`src/rtl/can_errframe_seq.sv`:
```
module can_errframe_seq #(
  parameter int FLAG_BITS    = 6,
  parameter int DELIM_BITS   = 8,
  parameter int INTERM_BITS  = 3,
  parameter int SUSPEND_BITS = 8
) (
  input  logic clk,
  input  logic rst_n,
  input  logic bit_strobe,
  input  logic rx_level,
  input  logic err_pulse,
  input  logic err_is_crc,
  input  logic ack_delim_done,
  input  logic node_passive,
  output logic tx_level,
  output logic busy,
  output logic overload_req,
  output logic tx_permit
);

  localparam int M1 = (FLAG_BITS > DELIM_BITS) ? FLAG_BITS : DELIM_BITS;
  localparam int M2 = (INTERM_BITS > SUSPEND_BITS) ? INTERM_BITS : SUSPEND_BITS;
  localparam int MAXB = (M1 > M2) ? M1 : M2;
  localparam int CW = $clog2(MAXB + 1);

  typedef enum logic [3:0] {
    S_IDLE, S_WACK, S_FACT, S_FPAS, S_WREC, S_DELIM, S_INTM, S_SUSP, S_OVLD
  } st_t;

  st_t state;
  logic [CW-1:0] cnt;
  logic last_rx;
  logic permit_q;
  logic [CW-1:0] run_next;
  st_t flag_kind;

  assign run_next  = (cnt != '0 && rx_level == last_rx) ? cnt + 1'b1 : CW'(1);
  assign flag_kind = node_passive ? S_FPAS : S_FACT;

  assign tx_level     = (state != S_FACT);
  assign busy         = (state != S_IDLE);
  assign overload_req = (state == S_OVLD);
  assign tx_permit    = permit_q;

  always_ff @(posedge clk or negedge rst_n) begin
    if (!rst_n) begin
      state    <= S_IDLE;
      cnt      <= '0;
      last_rx  <= 1'b1;
      permit_q <= 1'b1;
    end else if (bit_strobe) begin
      case (state)
        S_IDLE:
          if (err_pulse) begin
            permit_q <= 1'b0;
            cnt      <= '0;
            state    <= err_is_crc ? S_WACK : flag_kind;
          end
        S_WACK:
          if (ack_delim_done) begin
            cnt   <= '0;
            state <= flag_kind;
          end
        S_FACT:
          if (cnt == CW'(FLAG_BITS - 1)) begin
            cnt   <= '0;
            state <= S_WREC;
          end else begin
            cnt <= cnt + 1'b1;
          end
        S_FPAS: begin
          last_rx <= rx_level;
          if (run_next == CW'(FLAG_BITS)) begin
            cnt   <= '0;
            state <= S_WREC;
          end else begin
            cnt <= run_next;
          end
        end
        S_WREC:
          if (rx_level) begin
            cnt   <= CW'(1);
            state <= S_DELIM;
          end
        S_DELIM:
          if (cnt == CW'(DELIM_BITS - 1)) begin
            cnt   <= '0;
            state <= rx_level ? S_INTM : S_OVLD;
          end else begin
            cnt <= cnt + 1'b1;
          end
        S_INTM:
          if (!rx_level) begin
            cnt   <= '0;
            state <= S_IDLE;
          end else if (cnt == CW'(INTERM_BITS - 1)) begin
            cnt <= '0;
            if (node_passive) begin
              state <= S_SUSP;
            end else begin
              state    <= S_IDLE;
              permit_q <= 1'b1;
            end
          end else begin
            cnt <= cnt + 1'b1;
          end
        S_SUSP:
          if (!rx_level) begin
            cnt   <= '0;
            state <= S_IDLE;
          end else if (cnt == CW'(SUSPEND_BITS - 1)) begin
            cnt      <= '0;
            state    <= S_IDLE;
            permit_q <= 1'b1;
          end else begin
            cnt <= cnt + 1'b1;
          end
        S_OVLD:
          state <= S_IDLE;
        default:
          state <= S_IDLE;
      endcase
    end
  end


  idle_recessive_chk: assert property (@(posedge clk) disable iff (!rst_n)
    !busy |-> tx_level);


  active_flag_start_chk: assert property (@(posedge clk) disable iff (!rst_n)
    bit_strobe && !busy && err_pulse && !err_is_crc && !node_passive |=> !tx_level && busy);


  passive_never_dominant_chk: assert property (@(posedge clk) disable iff (!rst_n)
    state == S_FPAS |-> tx_level);


  overload_one_bit_chk: assert property (@(posedge clk) disable iff (!rst_n)
    overload_req && bit_strobe |=> !overload_req && !busy && !tx_permit);


  permit_after_recessive_chk: assert property (@(posedge clk) disable iff (!rst_n)
    $rose(tx_permit) |-> $past(bit_strobe) && $past(rx_level));


  sof_abort_chk: assert property (@(posedge clk) disable iff (!rst_n)
    bit_strobe && !rx_level && (state == S_INTM || state == S_SUSP) |=> !busy && !tx_permit);


  strobe_gate_chk: assert property (@(posedge clk) disable iff (!rst_n)
    !bit_strobe |=> $stable({tx_level, busy, overload_req, tx_permit}));

endmodule

```
`config.mk`:
```
export PLATFORM = sky130hd
export DESIGN_NAME = can_errframe_seq
export DESIGN_NICKNAME = d
export VERILOG_FILES = /design/src/rtl/can_errframe_seq.sv
export SDC_FILE = /design/constraint.sdc
export NUM_CORES = 1
export LEC_CHECK = 0
export BUFFER_PORTS_ARGS = -buffer_cell sky130_fd_sc_hd__buf_2
export CAP_MARGIN = 30
export CORE_UTILIZATION = 59
export CTS_BUF_LIST = sky130_fd_sc_hd__clkbuf_8
export CTS_CLUSTER_SIZE = 30
export DETAILED_ROUTE_END_ITERATION = 10
export PLACE_DENSITY = 0.83
export SYNTH_ARGS = -nofsm -noshare
export SYNTH_HDL_FRONTEND = slang
export SYNTH_SLANG_ARGS = --single-unit
```
`constraint.sdc`:
```
create_clock -name clk -period 2.4 [get_ports clk]
set_input_delay 0.24 -clock clk [delete_from_list [all_inputs] [get_ports clk]]
set_output_delay 0.24 -clock clk [all_outputs]
set_load 0.05 [all_outputs]
```
* After elaboration in Yosys (flattened, before gate mapping)
Index checks and enable logic that the tools add are counted.
** Operators by class
- Muxes and demuxes :: 33
- Add/sub/neg operators :: 1
- Reductions and logical operators :: 10
- Equal/unequal tests :: 27
** Operators with widths (number)
- 2-to-1 mux 4 bit :: 21
- case mux 4 bit (8 select lines) :: 2
- == test 4 x 3 -> 1 bit (second input constant) :: 7
- inequality test 2 bit (second input constant) :: 11
- == test 4 x 2 -> 1 bit (second input constant) :: 3
- AND reduction 9 bit :: 1
- AND reduction 8 bit :: 1
- nonzero test 4 bit :: 2
- nonzero test 8 bit :: 1
- 2-to-1 mux 1 bit :: 7
- inequality test 3 bit (second input constant) :: 2
- AND reduction 5 bit :: 1
- adder 4 x 1 -> 4 bit (second input constant) :: 1
- == test 4 x 1 -> 1 bit (second input constant) :: 1
- == test 4 bit (second input constant) :: 1
- zero test 4 bit :: 1
- inequality test 4 x 2 -> 1 bit (second input constant) :: 1
- 2-to-1 mux 3 bit :: 1
- case mux 1 bit (3 select lines) :: 1
- nonzero test 3 bit :: 1
- 2-to-1 mux 2 bit :: 1
- AND reduction 2 bit :: 1
- == test 1 bit :: 1
- logical AND 1 bit :: 1
** Word-level totals
- Register bits :: 10
- Input bits :: 8

* Depth between registers and ports, before layout
- Word-level depth :: 6
- Mapped depth :: 7

* Least setup slack after synthesis
OpenSTA, ideal clock, no wires.
- Path type :: register to register
- Start point :: register cnt[0]
- End point :: register state[1]
- Cell stages (with the launch flop) :: 8
- Buffers on the path :: 0
- Required time :: 2.275 ns
- Arrival :: 2.027 ns
- Slack :: 0.248 ns
- Path through :: dfrtp_1 > inv_1 > ha_1 > or3b_1 > a32o_2 > a21oi_4 > o311a_4 > mux2_4
** On the way
- Word-level cells in the longest chain between the ends :: 6
** Ends and longest elaborated chain
- start, declared :: line 31 : logic [CW-1:0] cnt;
- start signal, assigned :: line 69 : cnt <= cnt + 1'b1;
- start signal, assigned :: line 77 : cnt <= run_next;
- start signal, assigned :: line 90 : cnt <= cnt + 1'b1;
- parallel branches: the longest is 5 deep, another holds adder 4 x 1 -> 4 bit
- AND reduction 9 bit (no line) (*)
- end signal, assigned :: line 57 : state <= err_is_crc ? S_WACK : flag_kind;
- end signal, assigned :: line 62 : state <= flag_kind;
- end signal, assigned :: line 88 : state <= rx_level ? S_INTM : S_OVLD;
- end, declared :: line 30 : st_t state;
Every way passes the cells marked *.
A chain may end at the register's enable or synchronous reset.

* Final worst setup path
- Start point :: register cnt[1]
- End point :: register state[3]
Same word-level chain as after synthesis.

==> results.cfg <==
[clock_network]
path_clk_slew_ps = 40
cts_made_buffers = 3
clock_latency_ps = 230
cts_setup_buffers = 0
cts_root_buf = clkbuf_8
cts_tree = done
numClockSinks = 10
h-tree-depth = 1
cts.path.max_buffers = 2

[setup_path]
r2r-start = cnt[1]$_DFFE_PN0P_
cp-end-kind = register
setup.worst_path.start_class = register
crit_arrival_ps = 2300
crit_start = cnt[1]$_DFFE_PN0P_
cp.required_ps = 2510
cp_max_fo = 6
crit_type = register to register

[timing]
finClkSkew_ps = 1.18
setup_viol = 0
tns_ps = 0
clock.fmax_mhz = 458
finalCritPeriodShare = 0.910
slew_violations = 0
period_needed_ps = 2180
hold_ws_ps = 384
slew_headroom = 0.712
worst_pin_slew_ps = 432
rsz0062_at_grt = no
hold_viol_final = 0

[synthesis]
async_reset_ff_frac = 1.00
synth_edf_count = 0
netlist_instances = 114
ys_seq_area_frac = 0.264
synth.avg_cell_area_um2 = 8.39
yosys_warnings = 0
synth_nets = 126
synth_largest_area_cell = dfrtp_1
ys_top_cells_by_area = dfrtp_1, nand2_1, dfstp_2, a21oi_1, ha_1
synth.distinct_cells = 47
yosys.area.top_type_share = 0.209
ys.flop_type = dfrtp_1
syn-cell-area_um2 = 956
synth_seq_cells = 10

[hold_path]
min-delay-path-class = primary input to register
min_from = bit_strobe

[global_route]
grt.total_usage = 0.263
use_met3 = 0.0431
use_met1 = 0.392
antenna_found_initial = 0
grt.overflow.total = 0
grt_pass1_vias = 799
busiest_layer = met1
grt_max_degree = 12
grt_first_pass_wirelength_um = 3550
grt.met2_usage = 0.357

[detailed_routing]
postRouteAntennaNets = 0
dr.first_iter.drc_count = 67
vias_per_cell = 6.62
drc = 0
routedWlPerCell_um = 15.2
wl_um = 2140
drtPass1Iterations = 4
num_vias = 934

[placement]
numPlacedInstances = 137
io_buffers = 11
hpwlAfterDp_um = 1680
place.gp.congestion = 0.908

[layout]
final_nets = 139
finalNonFillerCells = 141
drive_gt1_frac = 0.224
antenna_cells = 0
final_common_cell = nand2_1
mostFrequentLayoutCells = nand2_1, buf_2, a21oi_1
syn_to_final_growth_pct = 11.8

[floorplanning]
die_h_um = 42.3
core_mm2 = 0.00151
ios = 12
die-area_mm2 = 0.00179
num_rows = 14
start_util = 0.635
fp.dieW_um = 42.3

[power]
leakage_nw = 0.481
power.density_mw_per_mm2 = 1300
vdd_drop_max_v = 0.000974

[run_status]
status = finished clean

[run]
drv_cap = 0
==> worst paths after layout <==
kind | end | slack, ps | depth (start not counted)
setup reg to reg | state[3]$_DFFE_PN0P_ | 220 | 6
setup / recovery | state[3]$_DFFE_PN0P_ | 220 | 6
min in group asynchronous | state[2]$_DFFE_PN0P_ | 400 | 2
hold reg to reg | tx_permit$_DFFE_PN1P_ | 520 | 2
max in group asynchronous | last_rx$_DFFE_PN1P_ | 1750 | 2
hold / removal | last_rx$_DFFE_PN1P_ | 380 | 3
==> worst max-delay path, stage by stage (launching register included) <==
cell     delay [ps]
dfrtp_1         430
ha_1            220
or3b_1          360
a32o_2          300
a21oi_4         190
o311a_4         260
mux2_4          300
==> synthesized netlist by cell type (2+ instances only) <==
library cell,number
a211o_1,2
inv_1,5
dfrtp_1,8
ha_1,4
a21o_1,2
mux2_4,2
and3_1,2
dfstp_2,2
o21a_1,2
nand2_1,15
nand3_1,3
nor2_1,7
nand2b_1,2
buf_2,2
a32oi_1,2
mux2i_1,4
nor2b_1,3
nor3_1,3
and2_1,2
clkbuf_1,4
a21oi_1,10
o21ai_0,3
==> repair_timing <==
item | CTS | global route
endpoints found under the hold margin | 8 | 0
resized for setup | 0 | 0
setup endpoints to repair | 0 | 0
hold buffers | 1 | 0
==> registers in the layout (all words and copies together) (netlist names) <==
name	count
cnt	4
state	4
last_rx	1
tx_permit	1
==> layout make-up <==
class / count / area [um^2]
flip-flops and latches: 10 / 253
fillers: 117 / 438
multi-input cells: 91 / 644
clock buffers: 3 / 41.3
inverters: 6 / 22.5
repair buffers: 15 / 87.6
well taps: 16 / 20.0
==> cell families after synthesis <==
| group | after synthesis | synth area share |
|---|---|---|
| and+or+nand+nor | 44 | 0.236 |
| AOI/OAI and AO/OA | 34 | 0.283 |
| buffers and inverters | 13 | 0.0615 |
| DFF | 10 | 0.264 |
| muxes | 7 | 0.0851 |
| adders and majority gates | 4 | 0.0524 |
| xor gates and xnor gates | 2 | 0.0183 |
==> through the flow <==
step                instance area (um^2)  power [W]  worst slack, ps   util
detailed placement                  1020    0.00121              215  0.675
global route                        1070    0.00149              138  0.709
floorplan                            956    0.00102              248      -
finish                              1070    0.00139              216  0.709
global placement                    1020    0.00118              289  0.675
CTS                                 1070    0.00138              211  0.709
==> power by group <==
group	switching [W]	leakage, nW	internal, W
combinational	0.000521	0.335	0.000362
sequential	0.0000983	0.125	0.000244
clock	0.0000541	0.0216	0.000109
==> layer usage <==
layer / share of wire / wire length (um)
met5: 0 / 0
met4: 0.011 / 23
met3: 0.099 / 211
met2: 0.44 / 936
met1: 0.45 / 966
Power figures use the tool's default switching activity.
